**config.mk**
```make
export PLATFORM = sky130hd
export DESIGN_NAME = kbc_emu
export DESIGN_NICKNAME = d
export VERILOG_FILES = /design/src/rtl/kbc_emu_pkg.sv /design/src/rtl/kbc_emu_trap.sv /design/src/rtl/kbc_emu_irq.sv /design/src/rtl/kbc_emu.sv
export SDC_FILE = /design/constraint.sdc
export NUM_CORES = 1
export LEC_CHECK = 0
export BUFFER_PORTS_ARGS = -buffer_cell sky130_fd_sc_hd__buf_2
export CORE_MARGIN = 2
export CORE_UTILIZATION = 26
export DETAILED_ROUTE_END_ITERATION = 10
export HOLD_SLACK_MARGIN = 0.15
export PLACE_DENSITY_LB_ADDON = 0.15
export RECOVER_POWER = 50
export SLEW_MARGIN = 30
export SYNTH_ARGS = -nofsm -noshare
export SYNTH_HDL_FRONTEND = slang
export SYNTH_SLANG_ARGS = --single-unit
```
**constraint.sdc**
```tcl
create_clock -name clk -period 2.3 [get_ports clk]
set_input_delay 0.46 -clock clk [delete_from_list [all_inputs] [get_ports clk]]
set_output_delay 0.46 -clock clk [all_outputs]
set_load 0.01 [all_outputs]
```
**src/rtl/kbc_emu_pkg.sv**
```systemverilog
// Package kbc_emu_pkg
// Shared register addresses, bit positions and constants for the keyboard
// controller emulation block. Assumes byte-wide legacy ports.
package kbc_emu_pkg;
    typedef enum logic [1:0] {
        RA_CTRL = 2'd0,
        RA_IN   = 2'd1,
        RA_STAT = 2'd2,
        RA_OUT  = 2'd3
    } kbc_reg_e;

    // Status bit positions, fixed because legacy software decodes them.
    localparam int ST_OBF  = 0;
    localparam int ST_IBF  = 1;
    localparam int ST_BOOT = 2;
    localparam int ST_CMD  = 3;
    localparam int ST_KEN  = 4;
    localparam int ST_AUX  = 5;
    localparam int ST_TO   = 6;
    localparam int ST_PAR  = 7;

    // Control bit positions.
    localparam int CT_EMU  = 0;
    localparam int CT_IRQ  = 1;
    localparam int CT_EXT  = 2;
    localparam int CT_CHR  = 3;
    localparam int CT_A20  = 4;
    localparam int CT_COND = 5;
    localparam int CT_KBDF = 6;
    localparam int CT_AUXF = 7;

    // Number of interrupt flags (keyboard, auxiliary).
    localparam int NUM_IRQ_FLAGS = 2;
endpackage

```
**src/rtl/kbc_emu_trap.sv**
```systemverilog
// Module kbc_emu_trap
// Captures trapped port writes: input byte, input-full, last port written,
// and the armed state of the A20 "write output port" sequence.
// Assumes at most one of io_wr/io_rd per cycle; a port write wins over a
// same-cycle software clear of input-full.
module kbc_emu_trap #(
    parameter int          DATA_W  = 8,
    parameter logic [7:0]  A20_CMD = 8'hD1
) (
    input  logic              clk,
    input  logic              rst_n,
    input  logic              io_wr,
    input  logic              io_sel,
    input  logic [DATA_W-1:0] io_wdata,
    input  logic              in_clr,
    output logic [DATA_W-1:0] in_data,
    output logic              in_full,
    output logic              last_cmd,
    output logic              seq_armed,
    output logic              a20_load,
    output logic              a20_val
);
    // Data-port write while armed delivers the A20 bit this cycle.
    assign a20_load = io_wr && !io_sel && seq_armed;
    assign a20_val  = io_wdata[1];

    // Latch written byte, port identity, input-full and sequence state.
    always_ff @(posedge clk) begin
        if (!rst_n) begin
            in_data   <= '0;
            in_full   <= 1'b0;
            last_cmd  <= 1'b0;
            seq_armed <= 1'b0;
        end else if (io_wr) begin
            in_data   <= io_wdata;
            in_full   <= 1'b1;
            last_cmd  <= io_sel;
            seq_armed <= io_sel && (io_wdata[7:0] == A20_CMD);
        end else if (in_clr) begin
            in_full   <= 1'b0;
        end
    end

    a_r1_write_sets_full: assert property (@(posedge clk) disable iff (!rst_n)
        io_wr |=> in_full && in_data == $past(io_wdata));
    a_r1_port_recorded: assert property (@(posedge clk) disable iff (!rst_n)
        io_wr |=> last_cmd == $past(io_sel));
    a_r4_arm_on_cmd: assert property (@(posedge clk) disable iff (!rst_n)
        (io_wr && io_sel && io_wdata[7:0] == A20_CMD) |=> seq_armed);
    a_r5_disarm_on_data: assert property (@(posedge clk) disable iff (!rst_n)
        (io_wr && !io_sel) |=> !seq_armed);
endmodule

```
**src/rtl/kbc_emu_irq.sv**
```systemverilog
// Module kbc_emu_irq
// Holds the emulation condition and the keyboard/auxiliary interrupt flags.
// Assumes set conditions take priority over software clears.
module kbc_emu_irq
    import kbc_emu_pkg::*;
(
    input  logic clk,
    input  logic rst_n,
    input  logic emu_en,
    input  logic irq_en,
    input  logic io_acc,
    input  logic cond_clr,
    input  logic out_full,
    input  logic aux_full,
    input  logic w1c_kbd,
    input  logic w1c_aux,
    output logic emu_cond,
    output logic kbd_flag,
    output logic aux_flag
);
    logic [NUM_IRQ_FLAGS-1:0] set_v, clr_v, flag_q;

    assign set_v = {out_full & irq_en & aux_full, out_full & irq_en & ~aux_full};
    assign clr_v = {w1c_aux, w1c_kbd};
    assign kbd_flag = flag_q[0];
    assign aux_flag = flag_q[1];

    // Emulation condition: set on an access while enabled, cleared by software.
    always_ff @(posedge clk) begin
        if (!rst_n)                 emu_cond <= 1'b0;
        else if (emu_en && io_acc)  emu_cond <= 1'b1;
        else if (cond_clr)          emu_cond <= 1'b0;
    end

    // One set-dominant write-1-clear flag per interrupt source.
    for (genvar g = 0; g < NUM_IRQ_FLAGS; g++) begin : g_flag
        always_ff @(posedge clk) begin
            if (!rst_n)         flag_q[g] <= 1'b0;
            else if (set_v[g])  flag_q[g] <= 1'b1;
            else if (clr_v[g])  flag_q[g] <= 1'b0;
        end
    end

    a_r7_kbd_raise: assert property (@(posedge clk) disable iff (!rst_n)
        (out_full && irq_en && !aux_full) |=> kbd_flag);
    a_r7_aux_raise: assert property (@(posedge clk) disable iff (!rst_n)
        (out_full && irq_en && aux_full) |=> aux_flag);
    a_r8_cond_set: assert property (@(posedge clk) disable iff (!rst_n)
        (emu_en && io_acc) |=> emu_cond);
    a_r8_cond_clear: assert property (@(posedge clk) disable iff (!rst_n)
        (cond_clr && !(emu_en && io_acc)) |=> !emu_cond);
endmodule

```
**src/rtl/kbc_emu.sv**
```systemverilog
// Module kbc_emu (top)
// Legacy keyboard controller emulation trap: control/status/output storage,
// register bus decode and trapped-read return path.
// Assumes single-cycle strobes; read data paths are combinational.
module kbc_emu
    import kbc_emu_pkg::*;
#(
    parameter int         DATA_W     = 8,
    parameter logic [7:0] A20_CMD    = 8'hD1,
    parameter logic [7:0] STAT_RESET = 8'h10
) (
    input  logic              clk,
    input  logic              rst_n,
    input  logic              io_wr,
    input  logic              io_rd,
    input  logic              io_sel,
    input  logic [DATA_W-1:0] io_wdata,
    output logic [DATA_W-1:0] io_rdata,
    input  logic              reg_wr,
    input  logic [1:0]        reg_addr,
    input  logic [DATA_W-1:0] reg_wdata,
    output logic [DATA_W-1:0] reg_rdata,
    output logic              irq_emu,
    output logic              irq_kbd,
    output logic              irq_aux
);
    logic              wr_ctrl, wr_stat, wr_out;
    logic [DATA_W-1:0] in_data, out_data, status, control;
    logic              in_full, last_cmd, seq_armed, a20_load, a20_val;
    logic              emu_cond, kbd_flag, aux_flag;
    logic              ctl_emu, ctl_irq, ctl_ext, ctl_chr, a20;
    logic              out_full, st_boot, st_ken, st_aux, st_to, st_par;

    assign wr_ctrl = reg_wr && (reg_addr == RA_CTRL);
    assign wr_stat = reg_wr && (reg_addr == RA_STAT);
    assign wr_out  = reg_wr && (reg_addr == RA_OUT);

    kbc_emu_trap #(.DATA_W(DATA_W), .A20_CMD(A20_CMD)) u_trap (
        .clk       (clk),
        .rst_n     (rst_n),
        .io_wr     (io_wr),
        .io_sel    (io_sel),
        .io_wdata  (io_wdata),
        .in_clr    (wr_stat && !reg_wdata[ST_IBF]),
        .in_data   (in_data),
        .in_full   (in_full),
        .last_cmd  (last_cmd),
        .seq_armed (seq_armed),
        .a20_load  (a20_load),
        .a20_val   (a20_val)
    );

    kbc_emu_irq u_irq (
        .clk      (clk),
        .rst_n    (rst_n),
        .emu_en   (ctl_emu),
        .irq_en   (ctl_irq),
        .io_acc   (io_wr || io_rd),
        .cond_clr (wr_stat && !reg_wdata[ST_IBF]),
        .out_full (out_full),
        .aux_full (st_aux),
        .w1c_kbd  (wr_ctrl && reg_wdata[CT_KBDF]),
        .w1c_aux  (wr_ctrl && reg_wdata[CT_AUXF]),
        .emu_cond (emu_cond),
        .kbd_flag (kbd_flag),
        .aux_flag (aux_flag)
    );

    // Control bits written by software; the A20 sequence overrides A20.
    always_ff @(posedge clk) begin
        if (!rst_n) begin
            {ctl_emu, ctl_irq, ctl_ext, ctl_chr, a20} <= '0;
        end else begin
            if (wr_ctrl) begin
                ctl_emu <= reg_wdata[CT_EMU];
                ctl_irq <= reg_wdata[CT_IRQ];
                ctl_ext <= reg_wdata[CT_EXT];
                ctl_chr <= reg_wdata[CT_CHR];
            end
            if (a20_load)      a20 <= a20_val;
            else if (wr_ctrl)  a20 <= reg_wdata[CT_A20];
        end
    end

    // Output byte and output-full: a load wins over a read or a clear.
    always_ff @(posedge clk) begin
        if (!rst_n) begin
            out_data <= '0;
            out_full <= 1'b0;
        end else if (wr_out) begin
            out_data <= reg_wdata;
            out_full <= 1'b1;
        end else if ((io_rd && !io_sel) || (wr_stat && !reg_wdata[ST_OBF])) begin
            out_full <= 1'b0;
        end
    end

    // Software-owned status bits.
    always_ff @(posedge clk) begin
        if (!rst_n) begin
            st_boot <= STAT_RESET[ST_BOOT];
            st_ken  <= STAT_RESET[ST_KEN];
            st_aux  <= STAT_RESET[ST_AUX];
            st_to   <= STAT_RESET[ST_TO];
            st_par  <= STAT_RESET[ST_PAR];
        end else if (wr_stat) begin
            st_boot <= reg_wdata[ST_BOOT];
            st_ken  <= reg_wdata[ST_KEN];
            st_aux  <= reg_wdata[ST_AUX];
            st_to   <= reg_wdata[ST_TO];
            st_par  <= reg_wdata[ST_PAR];
        end
    end

    // Assemble status and control views.
    always_comb begin
        status          = '0;
        status[ST_OBF]  = out_full;
        status[ST_IBF]  = in_full;
        status[ST_BOOT] = st_boot;
        status[ST_CMD]  = last_cmd;
        status[ST_KEN]  = st_ken;
        status[ST_AUX]  = st_aux;
        status[ST_TO]   = st_to;
        status[ST_PAR]  = st_par;
        control          = '0;
        control[CT_EMU]  = ctl_emu;
        control[CT_IRQ]  = ctl_irq;
        control[CT_EXT]  = ctl_ext;
        control[CT_CHR]  = ctl_chr;
        control[CT_A20]  = a20;
        control[CT_COND] = emu_cond;
        control[CT_KBDF] = kbd_flag;
        control[CT_AUXF] = aux_flag;
    end

    // Register bus read mux.
    always_comb begin
        case (reg_addr)
            RA_CTRL: reg_rdata = control;
            RA_IN:   reg_rdata = in_data;
            RA_STAT: reg_rdata = status;
            default: reg_rdata = out_data;
        endcase
    end

    assign io_rdata = io_sel ? status : out_data;
    assign irq_emu  = emu_cond;
    assign irq_kbd  = kbd_flag;
    assign irq_aux  = aux_flag;

    a_r2_read_clears_full: assert property (@(posedge clk) disable iff (!rst_n)
        (io_rd && !io_sel && !wr_out) |=> !out_full);
    a_r2_load_sets_full: assert property (@(posedge clk) disable iff (!rst_n)
        wr_out |=> out_full && out_data == $past(reg_wdata));
    a_r5_a20_from_data: assert property (@(posedge clk) disable iff (!rst_n)
        (io_wr && !io_sel && seq_armed) |=> a20 == $past(io_wdata[1]));
    a_r5_a20_held: assert property (@(posedge clk) disable iff (!rst_n)
        (io_wr && !io_sel && !seq_armed && !wr_ctrl) |=> $stable(a20));
    a_r3_cmd_bit_ro: assert property (@(posedge clk) disable iff (!rst_n)
        (!io_wr) |=> $stable(last_cmd));
endmodule

```
==> After elaboration in Yosys (flattened, before gate mapping) <==
Cells that the tools add are included.
{ "op_classes": {"reduce_logical": 24, "n_mux": 13, "n_lt_le_gt_ge": 0, "n_div": 0, "n_shift": 0, "n_addsub": 0, "n_mul": 0, "n_bitwise": 4, "eq_ne": 4} }
{ "ops": {"columns": ["op", "count"], "rows": [
  ["$pmux W8 S3", 1],
  ["$logic_and A1 B1 Y1", 12],
  ["$reduce_bool A2 Y1", 6],
  ["$mux W1", 11],
  ["$eq A8 B8 Y1 const B", 1],
  ["$mux W8", 1],
  ["$eq A2 B2 Y1 const B", 2],
  ["$and A1 B1 Y1", 3],
  ["$logic_not A1 Y1", 3],
  ["$eq A2 B1 Y1 const B", 1],
  ["$logic_not A2 Y1", 1],
  ["$logic_or A1 B1 Y1", 2],
  ["$not A1 Y1", 1]
]} }
{ "word_totals": {"register_bits": 33, "ramBits": 0, "memories": 0, "input_bits": 24, "out_inout_bits": 19, "latchBits": 0, "mem_bits_ro": 0} }

==> Longest topological paths before layout <==
{ "logic_depth": {"ltp_word": 6, "mapped_depth": 5, "mapped_depth_nobuf": 3} }

==> Cells and area by module <==
From an unflattened synthesis, not the netlist that was laid out.
{ "hier_totals": {"hier_cells": 151, "area_unflattened_um2": 1642.8} }
{ "by_module_without_submodules": {"columns": ["mod", "n_inst", "cells_per_inst", "area_per_inst_um2"], "rows": [
  ["kbc_emu", 1, 97, 1074.8],
  ["kbc_emu_trap", 1, 42, 452.9],
  ["kbc_emu_irq", 1, 12, 115.1]
]} }

==> Least setup slack after synthesis <==
Ideal clock, no wire load.
{ "synth_timing": {"path_kind": "input port to output port", "start": "in reg_addr[0]", "end": "out reg_rdata[0]", "required_ns": 1.840, "slack_ns": 0.647, "stages": 2, "path_buffers": 1, "t_arrival_ns": 1.193, "cell_sequence": "buf_6 -> mux4_1"} }
{ "synth_via": {"elab_chain_len": 2, "elab_cells_between_ends": 4, "classes_between": "eq/ne (2); mux (1); reduce/logical (1)"} }
{ "synth_lines": {"columns": ["element", "line_no", "text"], "rows": [
  ["start: declaration", "kbc_emu.sv:20", "input logic [1:0] reg_addr,"],
  ["$eq A2 B2 Y1 (tied with other cells)", "kbc_emu.sv:139", "case (reg_addr)"],
  ["$pmux W8 S3 (*)", "kbc_emu.sv:139", null],
  ["end: declaration", "kbc_emu.sv:22", "output logic [DATA_W-1:0] reg_rdata,"]
]} }
Mark *: on every way between the ends. The rest lies on a longest branch, timed or not.

==> Worst setup path in the final report <==
{ "layout_timing": {"start": "in reg_addr[0]", "end": "out reg_rdata[4]"} }
Same word-level chain as after synthesis.

==> metrics.cfg <==
[run_status]
outcome = completed

[routing]
drt-vias-per-instance = 4.71
finalWirelength_um = 4340
via_count = 1243
drc = 0
drt-initial-drc-count = 35
dr.pass1.iters = 4
antenna_left = 0
wl_per_cell_um = 16.4

[logic_synthesis]
synth_area_per_cell_sq_um = 10.8
synth_nets = 173
postSynthCellCount = 149
yosys_register_bits = 33
yosys_warnings = 0
yosysSeqAreaShare = 0.409
synthFlopType = dfxtp_1
synth_area_sq_um = 1620
async_reset_ff_frac = 0
synth_cell_types = 27
synth-edff-count = 0

[floorplan]
io_pins = 43
core_area_sq_um = 5960
rows = 28
die_w_um = 82.8
die_h_um = 82.8
initial_core_util = 0.271
die_area_sq_um = 6860

[clocking]
ctsLongestPathBuffers = 2
cts.sinks = 33
clk_latency_ns = 0.29
clockRootBuffer = clkbuf_8
clkTransAtPathRegs_ns = 0.08
cts_resized = 0
hold_buffers = 0
post_cts_buffers = 0
numCtsBuffers = 5
cts_tree = yes
htreeDepth = 2

[finish]
nets = 212
multi_input_area_sq_um = 901
areaGrowthSynthToFinish_pct = 21.7
antennaDiodeCount = 0
nFillCells = 658
largestRegisters = out_data (8), u_trap.in_data (8)
final_layout_size_suffix_gt1_frac = 0.302
seq_area_sq_um = 661

[critical_path]
cp-startpoint = reg_addr[0]
critPathLaunchType = input port
cp-endpoint = reg_rdata[4]
cp-end-kind = output port
cp.required_ns = 1.84
worstSetupPathType = input port to output port
reg2reg_depth = 2
worst-r2r-setup-slack_ns = 1.47
r2r-start = out_full$_SDFFE_PN0P_
critical_path.max_fanout = 12
cp.arrival_ns = 1.51
regToRegEndpoint = out_full$_SDFFE_PN0P_

[flow_run]
max_cap_violations = 0

[global_route]
grt_pass1_wl_um = 6840
grt_max_degree = 37
antenna_found_initial = 0
grt_overflow = 0
gr-usage-all-layers = 0.128
grt_pass1_vias = 1279

[sta]
fin_crit_ns = 1.97
slew_violations = 0
tns_ns = 0
timing.slew.headroom = 0.0899
finalHoldViolations = 0
max_freq_ghz = 0.507
finalCritPeriodShare = 0.858
final-setup-viol-count = 0
finClkSkew_ns = 0.00899
setup_ws_ns = 0.326
worstMarginPinSlew_ns = 1.37
rsz0062_at_grt = no

[place]
routabilityCongestion = 0.741
dp_hpwl_um = 3120
io_buffers = 42
place_ws_ns = 0.325

[power]
ir_drop_mv = 0.268
p_per_area_nw_per_um2 = 638
p_leak_nw = 0.871

[worst_hold_path]
min_path_type = input port to register

[synth_stat cells (2+ instances only)]
| cell type | n | area, sq um |
|---|---|---|
| o21ai_0 | 6 | 30.0 |
| a21oi_1 | 2 | 10.0 |
| nand3_1 | 2 | 10.0 |
| buf_2 | 4 | 20.0 |
| mux2i_1 | 19 | 190 |
| a21boi_0 | 10 | 75.1 |
| dfxtp_1 | 33 | 661 |
| mux2_2 | 8 | 90.1 |
| mux4_1 | 7 | 184 |
| nor2b_1 | 17 | 106 |
| nor2_1 | 2 | 7.51 |
| nand2_1 | 20 | 75.1 |
| clkbuf_1 | 5 | 18.8 |
[layer usage]
layer | vias to the layer above | share of wire | track usage
li1 | 614 | - | -
met1 | 591 | 0.47 | 0.159
met2 | 34 | 0.48 | 0.213
met3 | 4 | 0.051 | 0.0457
met4 | 0 | 0.0053 | 0.0313
met5 | - | 0 | 0
[worst min-delay path by stage]
| stage | start | to | slack (ns) | cells past startpoint |
|---|---|---|---|---|
| floorplan | u_trap.seq_armed$_SDFFE_PN0P_ | u_trap.seq_armed$_SDFFE_PN0P_ | 0.44 | 2 |
| global placement | u_trap.seq_armed$_SDFFE_PN0P_ | u_trap.seq_armed$_SDFFE_PN0P_ | 0.45 | 2 |
| detailed placement | u_trap.seq_armed$_SDFFE_PN0P_ | u_trap.seq_armed$_SDFFE_PN0P_ | 0.47 | 2 |
| CTS | reg_wdata[5] | out_data[5]$_SDFFE_PN0P_ | 0.43 | 3 |
| global route | reg_wdata[5] | out_data[5]$_SDFFE_PN0P_ | 0.43 | 3 |
| finish | reg_wdata[5] | out_data[5]$_SDFFE_PN0P_ | 0.43 | 3 |
[worst max-delay path, stage by stage]
cell    delay [ns]
buf_2         0.29
mux4_1        0.60
buf_2         0.16
[final cells by class]
type,instances,share of cell area
Inverter,1,0.00191
Sequential cell,33,0.336
Clock inverter,1,0.00255
Multi-Input combinational cell,105,0.458
Clock buffer,7,0.0490
Timing Repair Buffer,42,0.104
Tap cell,75,0.0477
[per-stage QoR]
stage          instance area (sq um)  cells   util  hold WS [ns]  total power, W
3_3_place_gp                    1870    256  0.314         0.450        0.000779
2_1_floorplan                   1620    149      -         0.436        0.000719
5_1_grt                         1970    264  0.330         0.430         0.00132
3_5_place_dp                    1870    256  0.314         0.471        0.000785
6_report                        1970    264  0.330         0.431         0.00125
4_1_cts                         1970    264  0.331         0.426         0.00127
[kinds of logic (layout without fill, tap and decap cells)]
kind of cell           count (synthesis)  count (layout)  synth area share
buffers and inverters                 11              51            0.0333
DFF                                   33              33             0.409
and+or+nand+nor                       49              49             0.169
muxes                                 35              35             0.301
AOI/OAI and AO/OA                     21              21            0.0875
[power by group]
part	switching, W	internal (W)
Combinational	0.0000815	0.0000774
Sequential	0.0000174	0.000594
Clock	0.000212	0.000270
[placed cells by master, fill, tap and decap left out, drive strengths merged, types with 2 or more instances in the layout]
master / count
nand3b: 2
nand3: 2
mux4: 8
clkbuf: 11
nor2b: 17
a21boi: 10
mux2: 8
nand2: 20
nor2: 2
o21ai: 6
a21oi: 2
buf: 38
mux2i: 19
dfxtp: 33
(Power assumes the default switching activity.)
